File: config.mk
export PLATFORM = sky130hd
export DESIGN_NAME = sed_link_check
export DESIGN_NICKNAME = d
export VERILOG_FILES = /design/src/rtl/sed_pkg.sv /design/src/rtl/sed_port_check.sv /design/src/rtl/sed_irq.sv /design/src/rtl/sed_regs.sv /design/src/rtl/sed_link_check.sv
export SDC_FILE = /design/constraint.sdc
export NUM_CORES = 1
export LEC_CHECK = 0
export ABC_AREA = 1
export BUFFER_PORTS_ARGS = -buffer_cell sky130_fd_sc_hd__buf_2
export CAP_MARGIN = 20
export CORE_UTILIZATION = 65
export CTS_CLUSTER_DIAMETER = 120
export CTS_CLUSTER_SIZE = 12
export DETAILED_ROUTE_END_ITERATION = 7
export PLACE_DENSITY_LB_ADDON = 0.1
export SETUP_SLACK_MARGIN = 0.2
export SYNTH_ARGS = -nofsm -noshare
export SYNTH_HDL_FRONTEND = slang
export SYNTH_SLANG_ARGS = --single-unit
export TNS_END_PERCENT = 5
File: constraint.sdc
create_clock -name clk -period 4 [get_ports clk]
set_clock_uncertainty 0.05 [all_clocks]
set_input_delay 0.6 -clock clk [delete_from_list [all_inputs] [get_ports clk]]
set_output_delay 0.6 -clock clk [all_outputs]
set_load 0.005 [all_outputs]
File: src/rtl/sed_pkg.sv
package sed_pkg;
  localparam int SED_DW    = 16;
  localparam int SED_NPAIR = 2;
  localparam int SED_AW    = 5;
  localparam int SED_NPORT = 2;
  localparam int SED_NEV   = 3;

  // bit 0 pass, bit 1 fail, bit 2 new error bit
  typedef struct packed {
    logic newbit;
    logic fail;
    logic pass;
  } sed_evt_t;
endpackage

File: src/rtl/sed_port_check.sv
module sed_port_check
  import sed_pkg::*;
#(
  parameter int DW    = SED_DW,
  parameter int NPAIR = SED_NPAIR
) (
  input  logic                         clk,
  input  logic                         rst,
  input  logic                         clr,
  input  logic                         en,
  input  logic                         vld,
  input  logic [DW-1:0]                rise_d,
  input  logic [DW-1:0]                fall_d,
  input  logic [2*NPAIR-1:0][DW-1:0]   pats,
  output logic [DW-1:0]                rise_mask,
  output logic [DW-1:0]                fall_mask,
  output logic                         err,
  output sed_evt_t                     evt
);
  localparam int NPAT = 2 * NPAIR;
  localparam int PW   = (NPAIR > 1) ? $clog2(NPAIR) : 1;
  localparam int IW   = (NPAT > 1) ? $clog2(NPAT) : 1;

  logic [PW-1:0] phase;
  logic [IW-1:0] ridx, fidx;
  logic [DW-1:0] rdiff, fdiff;
  logic          hit, any_diff;

  always_comb begin
    ridx     = IW'(phase);
    fidx     = IW'(NPAIR) + IW'(phase);
    rdiff    = rise_d ^ pats[ridx];
    fdiff    = fall_d ^ pats[fidx];
    hit      = en && vld && !clr;
    any_diff = |{rdiff, fdiff};
    evt.pass   = hit && !any_diff;
    evt.fail   = hit && any_diff;
    evt.newbit = hit && (|(rdiff & ~rise_mask) || |(fdiff & ~fall_mask));
  end

  always_ff @(posedge clk) begin
    if (rst || clr) begin
      rise_mask <= '0;
      fall_mask <= '0;
      err       <= 1'b0;
      phase     <= '0;
    end else if (hit) begin
      rise_mask <= rise_mask | rdiff;
      fall_mask <= fall_mask | fdiff;
      err       <= any_diff;
      phase     <= (phase == PW'(NPAIR - 1)) ? '0 : phase + 1'b1;
    end
  end
endmodule

File: src/rtl/sed_irq.sv
module sed_irq
  import sed_pkg::*;
#(
  parameter int NEV = SED_NEV
) (
  input  logic           clk,
  input  logic           rst,
  input  logic [NEV-1:0] ev_set,
  input  logic [NEV-1:0] ev_w1c,
  input  logic [NEV-1:0] ev_en,
  output logic [NEV-1:0] ev_flags,
  output logic           irq_n
);
  always_ff @(posedge clk) begin
    if (rst) begin
      ev_flags <= '0;
      irq_n    <= 1'b1;
    end else begin
      ev_flags <= (ev_flags & ~ev_w1c) | ev_set;
      irq_n    <= ~|(ev_flags & ev_en);
    end
  end
endmodule

File: src/rtl/sed_regs.sv
module sed_regs
  import sed_pkg::*;
#(
  parameter int DW    = SED_DW,
  parameter int NPAIR = SED_NPAIR,
  parameter int AW    = SED_AW,
  parameter int NPORT = SED_NPORT,
  parameter int NEV   = SED_NEV
) (
  input  logic                                   clk,
  input  logic                                   rst,
  input  logic                                   we,
  input  logic [AW-1:0]                          waddr,
  input  logic [7:0]                             wdata,
  input  logic [AW-1:0]                          raddr,
  input  logic [NPORT-1:0][DW-1:0]               rise_mask,
  input  logic [NPORT-1:0][DW-1:0]               fall_mask,
  input  logic [NPORT-1:0]                       port_err,
  input  logic [NEV-1:0]                         ev_flags,
  output logic [7:0]                             rdata,
  output logic                                   cmp_en,
  output logic                                   ctrl_wr,
  output logic [NPORT-1:0][2*NPAIR-1:0][DW-1:0]  pats,
  output logic [NEV-1:0]                         ev_w1c,
  output logic [NEV-1:0]                         irq_en
);
  localparam int NPAT      = 2 * NPAIR;
  localparam int BPW       = DW / 8;
  localparam int SW        = (NPORT > 1) ? $clog2(NPORT) : 1;
  localparam int A_CTRL    = 0;
  localparam int PAT_BASE  = 1;
  localparam int STAT_BASE = PAT_BASE + NPAT * BPW;
  localparam int A_PFLAG   = STAT_BASE + 2 * BPW;
  localparam int A_EVT     = A_PFLAG + 1;
  localparam int A_IEN     = A_EVT + 1;
  localparam int A_SEL     = A_IEN + 1;

  logic [SW-1:0] sel_q;
  logic [7:0]    rd_mux;

  assign ctrl_wr = we && (waddr == AW'(A_CTRL));
  assign ev_w1c  = (we && (waddr == AW'(A_EVT))) ? wdata[NEV-1:0] : '0;

  always_ff @(posedge clk) begin
    if (rst) begin
      cmp_en <= 1'b0;
      sel_q  <= '0;
      irq_en <= '0;
      pats   <= '0;
      rdata  <= '0;
    end else begin
      if (ctrl_wr) cmp_en <= wdata[0];
      if (we && waddr == AW'(A_IEN)) irq_en <= wdata[NEV-1:0];
      if (we && waddr == AW'(A_SEL)) sel_q <= wdata[SW-1:0];
      for (int w = 0; w < NPAT; w++) begin
        for (int b = 0; b < BPW; b++) begin
          if (we && waddr == AW'(PAT_BASE + w * BPW + b))
            pats[sel_q][w][b*8 +: 8] <= wdata;
        end
      end
      rdata <= rd_mux;
    end
  end

  always_comb begin
    rd_mux = '0;
    if (raddr == AW'(A_CTRL))  rd_mux = {7'b0, cmp_en};
    if (raddr == AW'(A_PFLAG)) rd_mux = 8'(port_err);
    if (raddr == AW'(A_EVT))   rd_mux = 8'(ev_flags);
    if (raddr == AW'(A_IEN))   rd_mux = 8'(irq_en);
    if (raddr == AW'(A_SEL))   rd_mux = 8'(sel_q);
    for (int w = 0; w < NPAT; w++) begin
      for (int b = 0; b < BPW; b++) begin
        if (raddr == AW'(PAT_BASE + w * BPW + b))
          rd_mux = pats[sel_q][w][b*8 +: 8];
      end
    end
    for (int b = 0; b < BPW; b++) begin
      if (raddr == AW'(STAT_BASE + b))       rd_mux = rise_mask[sel_q][b*8 +: 8];
      if (raddr == AW'(STAT_BASE + BPW + b)) rd_mux = fall_mask[sel_q][b*8 +: 8];
    end
  end
endmodule

File: src/rtl/sed_link_check.sv
module sed_link_check
  import sed_pkg::*;
#(
  parameter int DW    = SED_DW,
  parameter int NPAIR = SED_NPAIR,
  parameter int AW    = SED_AW
) (
  input  logic          clk,
  input  logic          rst,
  input  logic          reg_we,
  input  logic [AW-1:0] reg_addr,
  input  logic [7:0]    reg_wdata,
  input  logic [AW-1:0] reg_raddr,
  output logic [7:0]    reg_rdata,
  input  logic          a_vld,
  input  logic [DW-1:0] a_rise,
  input  logic [DW-1:0] a_fall,
  input  logic          b_vld,
  input  logic [DW-1:0] b_rise,
  input  logic [DW-1:0] b_fall,
  output logic          irq_n
);
  localparam int NPORT = SED_NPORT;
  localparam int NEV   = SED_NEV;

  logic [NPORT-1:0]                      vld_v;
  logic [NPORT-1:0][DW-1:0]              rise_v, fall_v;
  logic [NPORT-1:0][DW-1:0]              rise_mask, fall_mask;
  logic [NPORT-1:0]                      port_err;
  logic [NPORT-1:0][2*NPAIR-1:0][DW-1:0] pats;
  sed_evt_t [NPORT-1:0]                  port_evt;
  logic [NEV-1:0]                        ev_set, ev_w1c, ev_flags, irq_en;
  logic                                  cmp_en, ctrl_wr;

  assign vld_v  = {b_vld, a_vld};
  assign rise_v = {b_rise, a_rise};
  assign fall_v = {b_fall, a_fall};

  sed_regs #(.DW(DW), .NPAIR(NPAIR), .AW(AW), .NPORT(NPORT), .NEV(NEV)) u_regs (
    .clk(clk), .rst(rst), .we(reg_we), .waddr(reg_addr), .wdata(reg_wdata),
    .raddr(reg_raddr), .rise_mask(rise_mask), .fall_mask(fall_mask),
    .port_err(port_err), .ev_flags(ev_flags), .rdata(reg_rdata),
    .cmp_en(cmp_en), .ctrl_wr(ctrl_wr), .pats(pats), .ev_w1c(ev_w1c),
    .irq_en(irq_en)
  );

  for (genvar p = 0; p < NPORT; p++) begin : g_port
    sed_port_check #(.DW(DW), .NPAIR(NPAIR)) u_chk (
      .clk(clk), .rst(rst), .clr(ctrl_wr), .en(cmp_en), .vld(vld_v[p]),
      .rise_d(rise_v[p]), .fall_d(fall_v[p]), .pats(pats[p]),
      .rise_mask(rise_mask[p]), .fall_mask(fall_mask[p]),
      .err(port_err[p]), .evt(port_evt[p])
    );
  end

  always_comb begin
    ev_set = '0;
    for (int p = 0; p < NPORT; p++) ev_set = ev_set | NEV'(port_evt[p]);
  end

  sed_irq #(.NEV(NEV)) u_irq (
    .clk(clk), .rst(rst), .ev_set(ev_set), .ev_w1c(ev_w1c), .ev_en(irq_en),
    .ev_flags(ev_flags), .irq_n(irq_n)
  );
endmodule

Word-level counts from Yosys, hierarchy flattened
Index checks and enable logic that the tools add are counted.
{"block": "word_totals", "register_bits": 213, "inputBits": 87, "wordCells": 192, "output_inout_bits": 9}
{"block": "classes", "muxes": 73, "eq_ne": 27, "n_bitwise": 21, "n_addsub": 4, "n_lt_le_gt_ge": 6, "reduce_logical": 39}
{"cell": "$mux W128", "n": 15}
{"cell": "$bwmux W128", "n": 8}
{"cell": "$demux W64 S1", "n": 8}
{"cell": "$mux W64", "n": 3}
{"cell": "$mux W16", "n": 11}
{"cell": "$mux W8", "n": 13}
{"cell": "$and A16 B16 Y16", "n": 4}
{"cell": "$bmux W16 S2", "n": 2}
{"cell": "$not A16 Y16", "n": 4}
{"cell": "$or A16 B16 Y16", "n": 4}
{"cell": "$reduce_or A16 Y1", "n": 4}
{"cell": "$reduce_or A32 Y1", "n": 2}
{"cell": "$xor A16 B16 Y16", "n": 4}
{"cell": "$mux W56", "n": 1}
{"cell": "$eq A5 B4 Y1 const B", "n": 11}
{"cell": "$mux W48", "n": 1}
{"cell": "$eq A5 B3 Y1 const B", "n": 8}
{"cell": "$mux W40", "n": 1}
{"cell": "$mux W32", "n": 1}
{"cell": "$mux W24", "n": 1}
{"cell": "$logic_and A1 B1 Y1", "n": 23}
{"cell": "$eq A5 B2 Y1 const B", "n": 4}
{"cell": "$mux W3", "n": 4}
{"cell": "$eq A5 B1 Y1 const B", "n": 2}
{"cell": "16 further kinds", "n": 31}

Logic depth before layout (Yosys ltp)
Gate-level depths: netlist of the first run.
{"block": "logic_depth", "depth_word": 27, "ltp_mapped": 16, "mapped_depth_nobuf": 14}

By module
Synthesis of the first run repeated with hierarchy kept, for this count alone.
{"block": "hier_totals", "hier_cells": 1933, "hier_area_um2": 12082.8}
{"mod": "sed_regs", "cells_each": 1004, "area_each_um2": 6836.6, "seq_area_each_um2": 2822.7, "n_inst": 1}
{"mod": "sed_port_check", "cells_each": 449, "area_each_um2": 2529.9, "seq_area_each_um2": 680.7, "n_inst": 2}
{"mod": "sed_irq", "cells_each": 22, "area_each_um2": 152.6, "seq_area_each_um2": 80.1, "n_inst": 1}
{"mod": "sed_link_check", "cells_each": 9, "area_each_um2": 33.8, "seq_area_each_um2": 0.0, "n_inst": 1}

Least setup slack after synthesis of the first run
OpenSTA, ideal clock, no wires.
{"block": "synth_timing", "kind": "input port to flip-flop", "from": "in reg_we", "to": "reg g_port[1].u_chk.fall_mask[11]", "slack_ps": 2062, "stages": 12, "arrival_time_ps": 1761, "t_required_ps": 3822, "path_cell_list": "inv_1 > nor2_1 > nand2_1 > nor2_1 > inv_1 > nand2_1 > inv_1 > nand2_1 > clkinv_1 > clkbuf_1 > a21oi_1 > nor2_1"}
{"block": "synth_via", "elab_chain_len": 3, "elab_cells_between_ends": 4, "classes_between": "reduce/logical: 4"}
{"item": "start: declaration", "line": "sed_link_check.sv:10", "text": "input logic reg_we,"}
{"item": "$logic_and A1 B1 Y1 (*)", "line": "sed_regs.sv:41", "text": "assign ctrl_wr = we && (waddr == AW'(A_CTRL));"}
{"item": "$logic_not A1 Y1", "line": "sed_port_check.sv:34", "text": "hit = en && vld && !clr;"}
{"item": "$logic_and A1 B1 Y1", "line": "sed_port_check.sv:34"}
{"item": "end signal: assignment", "line": "sed_port_check.sv:49", "text": "fall_mask <= fall_mask | fdiff;"}
{"item": "end: declaration", "line": "sed_port_check.sv:16", "text": "output logic [DW-1:0] fall_mask,"}
Mark *: on every way between the ends. The rest lies on a longest branch, timed or not.
A chain may end at the register's enable or synchronous reset.

Worst setup path in the final report of the first run
{"block": "layout_timing", "from": "reg u_regs.sel_q", "to": "reg u_regs.rdata[4]"}
{"block": "layout_via", "elab_chain_len": 14, "elab_cells_between_ends": 18, "classes_between": "mux: 18"}
{"item": "start: declaration", "line": "sed_regs.sv:38", "text": "logic [SW-1:0] sel_q;"}
{"item": "start signal: assignment", "line": "sed_regs.sv:54", "text": "if (we && waddr == AW'(A_SEL)) sel_q <= wdata[SW-1:0];"}
{"item": "$mux W64 (not written as such) (2 in a row)", "line": "sed_regs.sv:75", "text": "rd_mux = pats[sel_q][w][b*8 +: 8];"}
{"item": "$mux W8 (8 in a row)", "line": "sed_regs.sv:74", "text": "if (raddr == AW'(PAT_BASE + w * BPW + b))"}
{"item": "$mux W8", "line": "sed_regs.sv:79", "text": "if (raddr == AW'(STAT_BASE + b)) rd_mux = rise_mask[sel_q][b*8 +: 8];"}
{"item": "$mux W8", "line": "sed_regs.sv:80", "text": "if (raddr == AW'(STAT_BASE + BPW + b)) rd_mux = fall_mask[sel_q][b*8 +: 8];"}
{"item": "$mux W8", "line": "sed_regs.sv:79"}
{"item": "$mux W8 (*)", "line": "sed_regs.sv:80"}
{"item": "end signal: assignment", "line": "sed_regs.sv:61", "text": "rdata <= rd_mux;"}
{"item": "end: declaration", "line": "sed_regs.sv:20", "text": "output logic [7:0] rdata,"}
Mark *: on every way between the ends. The rest lies on a longest branch, timed or not. The select of a mux whose other input is x is not followed.

==> results_dict.tcl, run 1 <==
set metrics [dict create \
    firstDrtPassIters 8 \
    stdcell_area_um2 12000 \
    overflow 0 \
    startpoint "u_regs.sel_q" \
    final_antenna_net_count 0 \
    power_density_nw_per_um2 350 \
    cts_setup_buffers 0 \
    min_period_ns 2.70 \
    max_slew_margin_pct 44.8 \
    max-vdd-ir-drop_v 0.000307 \
    path_class "reg2reg" \
    synth.top_cells.by_area "dfxtp_1, nand2_1, o21ai_0" \
    hold_class "in2reg" \
    die-height_um 133 \
    syn_to_final_growth_pct 8.62 \
    path_clk_slew_ns 0.06 \
    die_x_um 133 \
    synth_edf_count 0 \
    path_max_fanout 88 \
    drcViolationCount 6 \
    ys_warn_count 0 \
    htreeDepth 1 \
    r2r_end "u_regs.rdata[4]" \
    setup_viol 0 \
    io_buffers 95 \
    cp.required_ns 4.34 \
    num-nets-final 1777 \
    hold_ws_ns 0.349 \
    gp_congestion 1.05 \
    dieArea_um2 17600 \
    crit_end "u_regs.rdata[4]" \
    synth.largest_area_cell "dfxtp_1" \
    status "finished, violations left" \
    syn_area_um2 11100 \
    antenna_found_initial 0 \
    dpl_cell_area_um2 11500 \
    maxCapViolCount 0 \
    synth_seq_cells 213 \
    postLayoutCoreUtil_pct 72.4 \
    syn_nets 1733 \
    clock_sinks 213 \
    r2r-start "u_regs.sel_q" \
    synth_top_area_share_pct 38.4 \
    grt_max_degree 139 \
    fin_tns_setup_ns 0 \
    grt_pass1_vias 10500 \
    drtIter0Drc 1649 \
    wl_per_cell_um 20.6 \
    drive_above_1_share_pct 9.05 \
    synthCells 1646 \
    syn_avg_cell_area_um2 6.74 \
    routed_wl_um 39300 \
    vias 11500 \
    grt_pass1_wl_um 59100 \
    hold_viol_final 0 \
    synth_top_flop_cell "dfxtp_1" \
    dpl.hpwl_um 29200 \
    ys_async_sr_fraction_pct 0 \
    min_period_over_period_pct 67.4 \
    rsz0062_at_grt "false" \
    ios 96 \
    cts_hold_buf 0 \
    start_kind "register" \
    start_util_pct 66.6 \
    clockBufferDepth 3 \
    arrival_ns 3.04 \
    violations "design-rule violations" \
    r2r_slack_ns 1.30 \
    finalPower_mw 4.21 \
    ys_seq_area_share_pct 38.4 \
    diodes 0 \
    cts_tree "built" \
    clk_latency_ns 0.52 \
    p_leak_nw 4.91 \
    crit_path_end_kind "register" \
    ctsResizeCount 0 \
    core_um2 16600 \
    root_buffer "clkbuf_16" \
    slew_violations 0 \
    tightest_slew_ns 0.828 \
    ys_types 40 \
    core.rowCount 47 \
    cts_buffers 21 \
    timing.fmax_mhz 371 \
    gr-usage-all-layers_pct 44.5 \
    r2r_cells 10 \
    vias_per_cell 6.04 \
]
## synth_stat cells, types with 8 or more instances
| cell | number |
|---|---|
| buf_2 | 15 |
| a21oi_1 | 163 |
| nor3_1 | 12 |
| nor4_1 | 8 |
| o211ai_1 | 48 |
| buf_6 | 11 |
| nand2_1 | 329 |
| xor2_1 | 49 |
| dfxtp_1 | 213 |
| nand4_1 | 19 |
| clkbuf_1 | 55 |
| nor2_1 | 219 |
| o21ai_1 | 28 |
| o21ai_0 | 200 |
| a22o_1 | 8 |
| inv_1 | 182 |
| nand3_1 | 27 |
| xnor2_1 | 12 |
## routing by layer
metal | vias to the layer above | track usage (%) | routed length, um
met4 | 0 | 24.5 | 2630
met2 | 766 | 72.2 | 17700
met5 | - | 0 | 0
met3 | 166 | 4.98 | 3940
li1 | 5431 | - | -
met1 | 5178 | 57.8 | 15100
## worst max-delay path, stage by stage (launching register included)
cell	delay [ns]
dfxtp_4	0.54
buf_4	0.71
o21ai_0	0.20
nand2_1	0.10
nand3_1	0.07
a21oi_1	0.20
nand3_1	0.11
o22ai_1	0.23
nand3_1	0.11
a21oi_1	0.15
a21oi_1	0.08
## cell families after synthesis
family | synth area share, %
buffers and inverters | 10.3
AO/OA/AOI/OAI | 22.8
multiplexers | 0.0903
flip-flops | 38.4
XOR/XNOR | 5.40
AND/OR/NAND/NOR | 22.9
## how the worst min path moves through the flow
stage          slack (ns)        startpoint  depth (start not counted)          endpoint
3_5_place_dp         0.42   u_regs.pats[34]                          2   u_regs.pats[34]
4_1_cts              0.34               rst                          2   u_regs.rdata[5]
3_3_place_gp         0.42  u_regs.pats[106]                          2  u_regs.pats[106]
6_report             0.35               rst                          2   u_regs.rdata[5]
5_1_grt              0.37               rst                          2   u_regs.rdata[5]
2_1_floorplan        0.39  u_regs.pats[101]                          2  u_regs.pats[101]
## per-stage QoR
step | setup WS [ns] | cells
final | 1.30 | 1911
after global routing | 1.02 | 1911
after CTS | 1.41 | 1910
after detailed placement | 1.22 | 1886
after global placement | 1.27 | 1886
after floorplan | 2.06 | 1646
## flip-flops by register name, summed over array words and instances, names as in the netlist
signal / count
u_regs.pats: 128
u_regs.cmp_en: 1
u_irq.irq_n: 1
g_port.u_chk.rise_mask: 32
u_regs.irq_en: 3
g_port.u_chk.phase: 2
g_port.u_chk.fall_mask: 32
u_irq.ev_flags: 3
u_regs.rdata: 8
g_port.u_chk.err: 2
u_regs.sel_q: 1
## area by class of cell
type | instances | area, um^2
clock buffers | 22 | 529
clock inverters | 2 | 13.8
fillers | 1437 | 4600
inverters | 189 | 714
multi-input cells | 1160 | 5680
flip-flops and latches | 213 | 4270
well taps | 220 | 275
repair buffers | 105 | 563
## power by group
part,total (mW),switching (mW),internal (mW)
Combinational,0.319,0.225,0.0945
Sequential,2.14,0.00924,2.13
Clock,1.75,0.815,0.934
## cell usage in the layout, fill, tap and decap left out, drive strengths merged
cell type / count
a2111oi: 1
a211oi: 7
a21oi: 163
a221oi: 1
a22o: 8
a31oi: 1
buf: 105
clkbuf: 22
clkinv: 4
dfxtp: 213
inv: 187
mux2i: 1
nand2: 332
nand3: 27
nand4: 19
nor2: 224
nor2b: 1
nor3: 12
nor3b: 1
nor4: 11
o2111ai: 1
o211ai: 48
o21ai: 230
o22ai: 7
xnor2: 15
xor2: 50
Power figures use the tool's default switching activity.
==> run 2: changes to the inputs <==
CORE_UTILIZATION = 54   (was 65)
clock period = 2.2 ns   (was 4 ns; I/O delays follow)
==> results_dict.tcl, run 2 (synthesis results as in run 1) <==
set metrics [dict create \
    status "complete, no violations" \
    multi_input_area_um2 5830 \
    clockBufferDepth 3 \
    dpl.hpwl_um 32600 \
    max_slew_margin_pct 51.8 \
    power_density_nw_per_um2 595 \
    largest_registers "u_regs.pats x128, g_port.u_chk.fall_mask x32, g_port.u_chk.rise_mask x32" \
    vias_per_cell 5.72 \
    overflow 0 \
    rsz0062_at_grt "true" \
    p_sw_share_pct 25.2 \
    htreeDepth 1 \
    crit_slowest_cell "dfxtp_4" \
    final_antenna_net_count 0 \
    slew_violations 0 \
    drive_above_1_share_pct 14.9 \
    core.rowCount 52 \
    maxCapViolCount 0 \
    diodes 0 \
    path_clk_slew_ns 0.06 \
    regMostFlops "u_regs.pats" \
    stdcell_area_um2 13000 \
    cts_tree "built" \
    n_fill_cell 1956 \
    gp_congestion 0.995 \
    final_common_cell "nand2_1" \
    io_buffers 95 \
    power_frac_clock_pct 41.3 \
    finalPower_mw 7.75 \
    cts_buffers 21 \
    critPathTopFamily "simple AND/OR/NAND/NOR gates" \
    drtIter0Drc 1238 \
    fin_tns_setup_ns 0 \
    final.setup.worst_slack_ns 0.0648 \
    gr-usage-all-layers_pct 40.2 \
    cts_hold_buf 0 \
    hold_class "in2reg" \
    internal-power_mw 5.80 \
    crit_top_cell "nand2_1" \
    comb_power_share_pct 8.5 \
    dpl_cell_area_um2 12200 \
    largest_reg_flops 128 \
    dp_cells 2014 \
    start_kind "register" \
    clk_latency_ns 0.52 \
    die-height_um 145 \
    cp.required_ns 2.56 \
    die_x_um 145 \
    p_switching_mw 1.95 \
    seq_power_share_pct 50.2 \
    arrival_ns 2.49 \
    max-vdd-ir-drop_v 0.000533 \
    cp_cell_sequence "inv_1, buf_4, nand2_1, o21ai_0, xnor2_1, buf_4, o22ai_1, nor3_1, nand2_1, nor2_1, nand2_1, nand2_2, nand3_1, nand2_1, inv_1" \
    root_buffer "clkbuf_16" \
    wl_per_cell_um 21.0 \
    min_period_ns 2.14 \
    syn_to_final_growth_pct 17.4 \
    layout_common_cells "nand2_1, nor2_1, dfxtp_1" \
    ios 96 \
    crit_path_end_kind "register" \
    routed_wl_um 43000 \
    grt_pass1_wl_um 63800 \
    crit_buf_inv 4 \
    critPathMaxStageDelay_ns 0.39 \
    hold_viol_final 0 \
    pre_cts_ws_ns -0.0632 \
    antenna_found_initial 1 \
    core_um2 20200 \
    path_max_fanout 13 \
    firstDrtPassIters 6 \
    drcViolationCount 0 \
    seq_area_um2 4270 \
    clock_sinks 213 \
    setup_viol 0 \
    tightest_slew_ns 0.721 \
    path_class "reg2reg" \
    start_util_pct 55.0 \
    grt_pass1_vias 10800 \
    min_period_over_period_pct 97.1 \
    p_leak_nw 5.40 \
    grt_max_degree 79 \
    vias 11700 \
    num-nets-final 1857 \
    timing.fmax_mhz 468 \
    dieArea_um2 21100 \
    finalNonFillerCells 2041 \
]
==> run 2: changes by cell type in the layout (fill, tap and decap cells not counted), sizes merged <==
cell,delta
buf,+79
bufbuf,+1
clkinv,+1
inv,-1
==> run 2: power by group through the flow <==
stage,Clock [mW],Sequential [mW],Combinational [mW]
after floorplan,0,3.97,0.318
after global placement,0,3.98,0.619
after detailed placement,0,3.98,0.623
after CTS,3.22,3.89,0.633
after global routing,3.36,3.89,0.705
final,3.20,3.89,0.662
==> run 2: worst paths after layout <==
check	start	end	slack [ns]	depth (start not counted)
setup / recovery	g_port[1].u_chk.phase	u_irq.ev_flags[2]	0.06	15
hold / removal	a_vld	g_port[0].u_chk.phase	0.08	3
setup reg to reg	g_port[1].u_chk.phase	u_irq.ev_flags[2]	0.06	15
hold reg to reg	u_regs.pats[109]	u_regs.pats[109]	0.42	2
==> run 2: final cells by class <==
| type | instances | area share [%] |
|---|---|---|
| Inverter | 189 | 5.58 |
| Timing Repair Buffer | 185 | 10.0 |
| Multi-Input combinational cell | 1160 | 44.8 |
| Sequential cell | 213 | 32.8 |
| Clock inverter | 2 | 0.106 |
| Tap cell | 270 | 2.59 |
| Clock buffer | 22 | 4.07 |
==> run 2: metrics by stage <==
step,hold slack (ns),util (%)
after floorplan,0.389,-
after global placement,0.403,60.6
after detailed placement,0.407,60.6
after CTS,0.0718,63.8
after global routing,0.0851,64.5
final,0.0827,64.5
==> run 2: routing by layer <==
layer / global-route usage, % / vias up / part of all wire (%)
li1: - / 5604 / -
met3: 6.95 / 146 / 9.2
met4: 22.2 / 2 / 6.2
met1: 51.1 / 5306 / 40
met2: 64.9 / 621 / 45
met5: 0 / - / 0.030
==> run 2: worst reg2reg max path, cell delays in order (launching register included) <==
cell	delay (ns)
dfxtp_4	0.39
inv_1	0.06
buf_4	0.18
nand2_1	0.06
o21ai_0	0.09
xnor2_1	0.30
buf_4	0.18
o22ai_1	0.06
nor3_1	0.15
nand2_1	0.07
nor2_1	0.09
nand2_1	0.07
nand2_2	0.11
nand3_1	0.08
nand2_1	0.06
inv_1	0.03
==> run 2: what timing repair did <==
action,4_1_cts,5_1_grt
buffers inserted,2,0
resized for setup,14,48
pin swaps,3,21
endpoints found under the setup margin,8,21
cloned,1,0
==> run 3: changes to the inputs <==
CORE_UTILIZATION = 55   (was 54)
CTS_BUF_LIST = sky130_fd_sc_hd__clkbuf_16   (was default)
SLEW_MARGIN = 5   (was default)
SYNTH_HIERARCHICAL = 1   (was default)
==> results_dict.tcl, run 3 <==
set metrics [dict create \
    ys_types 35 \
    grt_max_degree 70 \
    cts_buffers 21 \
    firstDrtPassIters 6 \
    num-nets-final 2145 \
    gr-usage-all-layers_pct 40.3 \
    overflow 0 \
    syn_avg_cell_area_um2 6.25 \
    crit_path_end_kind "register" \
    power_density_nw_per_um2 556 \
    p_leak_nw 6.16 \
    synth_edf_count 0 \
    fin_tns_setup_ns 0 \
    synth_top_area_share_pct 35.3 \
    min_period_over_period_pct 94.7 \
    ios 96 \
    syn_to_final_growth_pct 16.8 \
    wl_per_cell_um 20.6 \
    dpl.hpwl_um 34500 \
    synth.largest_area_cell "dfxtp_1" \
    max_slew_margin_pct 57.0 \
    status "complete, no violations" \
    root_buffer "clkbuf_16" \
    timing.fmax_mhz 480 \
    maxCapViolCount 0 \
    htreeDepth 1 \
    hold_class "in2reg" \
    synth.top_cells.by_area "dfxtp_1, nand2_1, nor2_1" \
    cts_hold_buf 0 \
    clock_sinks 213 \
    core_um2 21300 \
    gp_congestion 1.01 \
    min_period_ns 2.08 \
    max-vdd-ir-drop_v 0.000712 \
    arrival_ns 2.42 \
    grt_pass1_wl_um 67500 \
    final_common_cell "nand2_1" \
    postLayoutCoreUtil_pct 66.3 \
    drive_above_1_share_pct 14.7 \
    cts_tree "built" \
    antenna_found_initial 0 \
    cp_cell_sequence "buf_4, buf_12, nand2_1, nand3b_1, nand3_1, nand2_1, nor2_1, nand2_1, nor2_1, a21oi_1, inv_1, nand2_1, inv_1, a21oi_1" \
    drcViolationCount 0 \
    syn_nets 2020 \
    layout_common_cells "nand2_1, nor2_1, dfxtp_1" \
    largest_reg_flops 128 \
    crit_top_cell "nand2_1" \
    largest_registers "u_regs/pats x128, g_port.u_chk/fall_mask x32, g_port.u_chk/rise_mask x32" \
    slew_violations 0 \
    syn_area_um2 12100 \
    die_x_um 150 \
    clk_latency_ns 0.52 \
    start_kind "register" \
    rsz0062_at_grt "true" \
    synth_seq_cells 213 \
    r2r-start "g_port[1].u_chk/phase" \
    crit_buf_inv 4 \
    drtIter0Drc 1479 \
    synthCells 1933 \
    routed_wl_um 48000 \
    synthTopCellsByCount "nand2_1, nor2_1, dfxtp_1" \
    tightest_slew_ns 0.639 \
    vias 13700 \
    ys_warn_count 6 \
    regMostFlops "u_regs/pats" \
    path_clk_slew_ns 0.06 \
    grt_pass1_vias 12200 \
    critPathMaxStageDelay_ns 0.37 \
    ys_seq_area_share_pct 35.3 \
    worstHoldStart "b_rise[1]" \
    start_util_pct 56.8 \
    hold_viol_final 0 \
    core.rowCount 53 \
    startpoint "g_port[1].u_chk/phase" \
    clockBufferDepth 3 \
    finalPower_mw 7.84 \
    final_antenna_net_count 0 \
    synth_top_flop_cell "dfxtp_1" \
    path_class "reg2reg" \
    diodes 0 \
    vias_per_cell 5.86 \
    path_max_fanout 8 \
    ys_async_sr_fraction_pct 0 \
    critPathTopFamily "simple AND/OR/NAND/NOR gates" \
    crit_slowest_cell "dfxtp_4" \
    cp.required_ns 2.54 \
    die-height_um 150 \
    io_buffers 95 \
    dieArea_um2 22600 \
    synth_most_common_cell "nand2_1" \
    setup_viol 0 \
]
run 3: cell types whose count changed after synthesis, sizes merged, moves of 25 or more:
cell,delta
nand2,+214
nand3,+130
nand3b,+46
nor2,+30
o21ai,-75
or2,+25
xor2,-50
run 3: worst paths after layout:
kind,endpoint,slack (ns),cells past startpoint
max,u_irq/ev_flags[2],0.12,14
min,g_port[1].u_chk/rise_mask[1],0.09,4
max reg2reg,u_irq/ev_flags[2],0.12,14
min reg2reg,g_port[1].u_chk/fall_mask[5],0.42,2
run 3: cells by family after synthesis:
logic type	share of synthesized area, %
buf+inv	10.0
compound gates	17.0
simple gates	37.7
flops	35.3
run 3: timing repair:
action                     CTS  global route
buffers inserted             0            18
pin swaps                    0            28
gates resized for setup      7            53
cloned                       0            13
setup endpoints to repair    5            11
run 3: final cells by class:
cell class / count / area, um^2
Fill cell: 1952 / 7180
Multi-Input combinational cell: 1442 / 6720
Sequential cell: 213 / 4280
Timing Repair Buffer: 181 / 1410
Inverter: 193 / 749
Clock buffer: 21 / 526
Tap cell: 275 / 344
Timing Repair inverter: 6 / 60.1
Clock inverter: 3 / 17.5
run 3: layer usage:
metal / global-route usage, % / wire length, um / up-vias
met5: 0 / 0 / -
met4: 21.0 / 2580 / 0
met3: 3.30 / 3660 / 147
met2: 69.4 / 22500 / 704
met1: 50.2 / 19200 / 6312
li1: - / - / 6522
run 3: per-stage QoR:
step	hold slack, ns	cell area (um^2)	setup WS (ns)	instances
4_1_cts	0.0817	13500	0.184	2303
6_report	0.0900	14100	0.117	2334
3_3_place_gp	0.403	13000	-0.0812	2279
3_5_place_dp	0.412	13000	-0.0144	2279
5_1_grt	0.116	14100	0.0522	2334
2_1_floorplan	0.349	12100	0.554	1933
run 3: power breakdown:
group | total, mW | switching [mW] | internal [mW]
sequential | 3.90 | 0.0262 | 3.88
clock | 3.23 | 1.53 | 1.69
combinational | 0.706 | 0.464 | 0.243
total | 7.84 | 2.02 | 5.81
run 3: worst register-to-register path, stage by stage, from the launching register on:
cell and delay [ns]:
dfxtp_4 0.37, buf_4 0.15, buf_12 0.14, nand2_1 0.08, nand3b_1 0.15, nand3_1 0.12
nand2_1 0.10, nor2_1 0.11, nand2_1 0.07, nor2_1 0.18, a21oi_1 0.11, inv_1 0.16
nand2_1 0.07, inv_1 0.05, a21oi_1 0.05
